### config.mk
export PLATFORM = sky130hd
export DESIGN_NAME = isa_cmd_capture
export DESIGN_NICKNAME = d
export VERILOG_FILES = /design/src/rtl/isa_cmd_capture.sv
export SDC_FILE = /design/constraint.sdc
export NUM_CORES = 1
export LEC_CHECK = 0
export ABC_AREA = 1
export BUFFER_PORTS_ARGS = -buffer_cell sky130_fd_sc_hd__buf_2
export CORE_MARGIN = 2
export CORE_UTILIZATION = 27
export DETAILED_ROUTE_END_ITERATION = 8
export PLACE_DENSITY = 0.53
export SKIP_CTS_REPAIR_TIMING = 1
export SYNTH_ARGS = -nofsm -noshare
export SYNTH_HDL_FRONTEND = slang
export SYNTH_SLANG_ARGS = --single-unit
### constraint.sdc
create_clock -name clk -period 1.4 [get_ports clk]
set_input_delay 0.28 -clock clk [delete_from_list [all_inputs] [get_ports clk]]
set_output_delay 0.28 -clock clk [all_outputs]
set_load 0.005 [all_outputs]
### src/rtl/isa_cmd_capture.sv
module isa_cmd_capture #(
  parameter int ADDR_W = 20,
  parameter int SYNC   = 2
) (
  input  logic              clk,
  input  logic              rst_n,
  input  logic [ADDR_W-1:0] isa_addr,
  input  logic              isa_aen,
  input  logic              memr_n,
  input  logic              memw_n,
  input  logic              ior_n,
  input  logic              iow_n,
  input  logic [ADDR_W-1:0] base_addr,
  input  logic [ADDR_W-1:0] addr_mask,
  output logic [ADDR_W-1:0] cap_addr,
  output logic              cap_write,
  output logic              cap_mem,
  output logic              acc_valid,
  output logic              acc_err
);
  localparam int NCMD = 4;
  localparam int SW   = NCMD + 1;
  localparam logic [SW-1:0] IDLE = {1'b0, {NCMD{1'b1}}};

  logic [SW-1:0] stage [SYNC];
  logic [SW-1:0] raw;
  assign raw = {isa_aen, memr_n, memw_n, ior_n, iow_n};

  for (genvar i = 0; i < SYNC; i++) begin : g_sync
    always_ff @(posedge clk or negedge rst_n)
      if (!rst_n)      stage[i] <= IDLE;
      else if (i == 0) stage[i] <= raw;
      else             stage[i] <= stage[i-1];
  end

  logic [NCMD-1:0] act;
  logic            aen_s, any, multi, hit, take, armed;

  assign act   = ~stage[SYNC-1][NCMD-1:0];
  assign aen_s = stage[SYNC-1][NCMD];
  assign any   = |act;
  assign multi = (act & (act - 1'b1)) != '0;
  assign hit   = ((isa_addr ^ base_addr) & addr_mask) == '0;
  assign take  = armed && any && !aen_s;

  always_ff @(posedge clk or negedge rst_n) begin
    if (!rst_n) begin
      armed     <= 1'b1;
      acc_valid <= 1'b0;
      acc_err   <= 1'b0;
      cap_addr  <= '0;
      cap_write <= 1'b0;
      cap_mem   <= 1'b0;
    end else begin
      acc_valid <= take && !multi && hit;
      acc_err   <= take && multi;
      if (take)      armed <= 1'b0;
      else if (!any) armed <= 1'b1;
      if (take && !multi && hit) begin
        cap_addr  <= isa_addr;
        cap_write <= act[2] | act[0];
        cap_mem   <= act[3] | act[2];
      end
    end
  end
endmodule


**Yosys cells after proc, flatten, opt, wreduce, memory -nomap -nowiden**

Cells that the tools add are included.

- Bitwise operators: 6
- Equal/unequal tests: 1
- Add/subtract/negate cells: 1
- Reduce and logical (&&, ||, !) cells: 10
- Mux-type cells: 2

Operators by type and width:

| kind | number |
|---|---|
| 20-bit bitwise AND | 1 |
| 20-bit logical NOT | 1 |
| 20-bit bitwise XOR | 1 |
| 1-bit logical AND | 5 |
| 4-bit bitwise AND | 1 |
| 4-bit inverter | 1 |
| 4-bit nonzero test | 1 |
| 4-bit OR reduction | 1 |
| 4-bit by 1-bit subtractor with 4-bit output (second input constant) | 1 |
| 1-bit logical NOT | 2 |
| 1-bit two-way mux | 2 |
| 2-bit by 1-bit != test with 1-bit output (second input constant) | 1 |
| 1-bit OR | 2 |

- Register bits after elaboration: 35
- Bits of input ports: 67
- Output and inout bits: 24

**Longest topological paths before layout**

- Depth after elaboration: 7
- Depth in mapped cells: 11
- Depth with buffers taken out: 10

**Least setup slack after synthesis**

Ideal clock, no wire load.

- Path type: register -> register
- Start: reg stage[0] (netlist name)
- End: reg cap_addr[0]
- Data arrival time: 1.329 ns
- Required time: 1.284 ns
- Setup time: 0.116 ns
- Slack: -0.046 ns
- Buffers on the path: 1
- Stages on the path, launching flop included: 11
- Path through: dfstp_2 -> nand2_1 -> inv_1 -> o21ai_1 -> o21ai_2 -> nand2_2 -> nor2_4 -> nand3_4 -> buf_6 -> nand2_1 -> nand2_1

- Word-level cells in the longest chain between the ends: 7
- Elaborated cells on any way between the ends: 10
- Those cells by class: add/sub: 1; bitwise: 2; reduce/logical: 7

Ends and longest elaborated chain:

| item | line | RTL |
|---|---|---|
| start: declaration | 25 | `logic [SW-1:0] stage [SYNC];` |
| start signal: indexed assignment | 32 | `else if (i == 0) stage[i] <= raw;` |
| start signal: indexed assignment | 33 | `else stage[i] <= stage[i-1];` |
| 4-bit inverter * | 39 | `assign act = ~stage[SYNC-1][NCMD-1:0];` |
| 4-bit by 1-bit subtractor with 4-bit output | 42 | `assign multi = (act & (act - 1'b1)) != '0;` |
| 4-bit bitwise AND | 42 |  |
| 4-bit nonzero test | 42 |  |
| 1-bit logical NOT | 59 | `if (take && !multi && hit) begin` |
| 1-bit logical AND * (2 in series) | 59 |  |
| end signal: assignment | 60 | `cap_addr <= isa_addr;` |
| end: declaration | 15 | `output logic [ADDR_W-1:0] cap_addr,` |

Mark *: on every way between the ends. The rest lies on a longest branch, timed or not.
A chain may end at the register's enable or synchronous reset.

**Worst setup path in the final report**

- Start: reg stage[2] (netlist name)
- End: reg cap_addr[11]

Same word-level chain as after synthesis.

==> impl_metrics.py <==
metrics = {
    "run_status": {
        "failed_checks": "negative setup slack",
        "status": "finished, violations left",
    },
    "critical_path": {
        "path_buf_inv": 0,
        "path_cells": "nand2_4 > o21ai_4 > nand2_2 > nor2_4 > nand3_2 > nand2_1 > nand2_1",
        "critPathTopFamily": "simple AND/OR/NAND/NOR gates",
        "worst_path_max_delay_cell": "dfstp_2",
        "worst_path_most_repeated_cell": "nand2_1",
        "path_class": "reg2reg",
        "cp.arrival_ps": 1770,
        "cp_data_required_time_ps": 1580,
        "cpPeakStageDelay_ps": 570,
        "worstSetupEndpointType": "register",
        "worstPathMaxFanout": 6,
        "cp-start-kind": "register",
    },
    "cts": {
        "cts_buffer_depth": 2,
        "cts-root-buf": "clkbuf_8",
        "clock_latency_ps": 290,
        "clk_pin_slew_ps": 70,
        "cts_tree": "yes",
        "cts_made_buffers": 5,
        "cts_sinks": 35,
        "cts_htree_levels": 2,
    },
    "yosys": {
        "synth.distinct_cells": 18,
        "yosysMostFrequentCell": "nand2_1",
        "synth_warnings": 0,
        "ys_seq_area_share_pct": 48.70,
        "yosysTopAreaCellShare_pct": 35.71,
        "synth.avg_cell_area_um2": 7.172,
        "synthArstFlopShare_pct": 100.0,
        "synth_area_leaders": "dfrtp_1, nand2_1, dfstp_2",
        "netlist_area_mm2": 0.001822,
        "synth_fp_nets": 321,
        "ys_ff_latch": 35,
        "synth_edf_count": 0,
        "synth_top_area_cell": "dfrtp_1",
        "synth_commonest_cells": "nand2_1, inv_1, nand3_1, dfrtp_1, nor2_1",
        "synth-main-ff-cell": "dfrtp_1",
        "syn-instance-count": 254,
    },
    "sta": {
        "skew_ps": 7.577,
        "worst_slew_pin_slew_ps": 507.7,
        "worst_slack_ps": -194.1,
        "relSlewSlack_pct": 66.03,
        "setup_violations": 23,
        "rsz0062_at_grt": "true",
        "fin_crit_ps": 1594,
        "fin_crit_sh_pct": 113.9,
        "max_freq_mhz": 627.3,
        "finalHoldViolations": 0,
        "maxSlewViolCount": 0,
    },
    "final_layout": {
        "fin_nets": 430,
        "fillers": 672,
        "area.growth.synth_to_final_pct": 45.12,
        "final_util_pct": 41.17,
        "design_area_mm2": 0.002644,
        "diodes": 0,
        "drive_above_1_share_pct": 37.36,
    },
    "global_routing": {
        "grt_pass1_wl_mm": 7.700,
        "grt_max_degree": 24,
        "antenna_found_initial": 0,
        "overflow": 0,
        "first_global_vias": 1706,
        "grtUsageTotal_pct": 13.29,
    },
    "hold_path": {
        "hp-class": "in2reg",
    },
    "routing": {
        "drtIter0Drc": 58,
        "wirelength_mm": 5.005,
        "wl_per_cell_um": 11.35,
        "dr.pass1.iters": 4,
        "drc": 0,
        "final_antenna_net_count": 0,
        "vias": 1870,
        "vias_per_cell": 4.240,
    },
    "floorplanning": {
        "start_util_pct": 28.37,
        "ios": 91,
        "die_w_um": 86.14,
        "fp.dieH_um": 86.14,
        "num_rows": 29,
        "core_area_mm2": 0.006422,
        "die_area_mm2": 0.007420,
    },
    "pwr": {
        "ir_worst_vdd_mv": 0.4090,
        "p_leak_uw": 0.001645,
        "power_density_mw_per_mm2": 928.0,
        "total_power_uw": 2453,
    },
    "job": {
        "drv_cap": 0,
    },
    "placement": {
        "dpl.hpwl_mm": 3.851,
        "place_congestion": 0.7599,
        "placed_cell_area_mm2": 0.002441,
        "portBuffers": 90,
    },
}
==> power by group <==
group	switching (uW)	total (uW)	leakage (uW)	internal, uW
clock	385	1100	0.0000644	710
combinational	163	307	0.00113	144
sequential	11.0	1050	0.000453	1040
total	559	2450	0.00165	1890
==> layer usage <==
layer / track usage (%) / wire [um] / up-vias
met2: 20.16 / 2208 / 58
met4: 3.896 / 61 / 0
met5: 0 / 0 / -
met3: 4.235 / 361 / 5
li1: - / - / 981
met1: 18.15 / 2374 / 826
==> area by class of cell <==
type                    count  area, um2  share of cell area, %
clock inverters             3      67.56                  2.556
flip-flops and latches     35      887.1                  33.55
well taps                  77      96.34                  3.644
clock buffers               5      68.82                  2.603
multi-input cells         172      777.0                  29.39
repair buffers            106      585.6                  22.15
inverters                  43      161.4                  6.105
==> flip-flops by register name (all words and copies together), names as in the netlist <==
name and count:
acc_err 1, acc_valid 1, aen_s 1, armed 1, cap_addr 20, cap_mem 1
cap_write 1, stage 9
==> final timing paths <==
check	start	endpoint	slack, ps	cells after the start
worst max-delay path	stage[2]	cap_addr[11]	-190	7
worst min-delay path	memr_n	stage[8]	80	1
worst max register to register	stage[2]	cap_addr[11]	-190	7
worst min register to register	stage[8]	stage[3]	360	0
max in group asynchronous	rst_n	cap_addr[6]	450	3
min in group asynchronous	rst_n	aen_s	420	2
==> placed cells by master (no fill, tap or decap) <==
| cell | count |
|---|---|
| buf_12 | 1 |
| buf_2 | 90 |
| buf_4 | 14 |
| bufinv_16 | 2 |
| clkbuf_8 | 5 |
| clkinvlp_4 | 1 |
| dfrtp_1 | 26 |
| dfstp_2 | 9 |
| dlygate4sd3_1 | 1 |
| inv_1 | 41 |
| inv_2 | 2 |
| nand2_1 | 100 |
| nand2_2 | 4 |
| nand2_4 | 1 |
| nand3_1 | 40 |
| nand3_2 | 1 |
| nand3_4 | 2 |
| nor2_1 | 18 |
| nor2_2 | 1 |
| nor2_4 | 1 |
| nor3_1 | 1 |
| o21ai_0 | 1 |
| o21ai_2 | 1 |
| o21ai_4 | 1 |
==> cells by family after synthesis <==
logic type             Yosys count  synth area share, %
DFF                             35                48.70
and+or+nand+nor                167                38.80
AOI/OAI and AO/OA                3                1.030
buffers and inverters           49                11.47
==> stage by stage <==
| step | hold WS (ps) | setup TNS, ps | std cells | setup slack [ps] |
|---|---|---|---|---|
| floorplan | -15.59 | -130.2 | 254 | -7.987 |
| global placement | 191.4 | -2982 | 429 | -143.2 |
| detailed placement | 194.3 | -3789 | 429 | -184.8 |
| CTS | -119.2 | -4241 | 437 | -210.3 |
| global route | 67.56 | -5719 | 441 | -281.9 |
| finish | 84.02 | -3786 | 441 | -194.1 |
(Power assumes the default switching activity.)
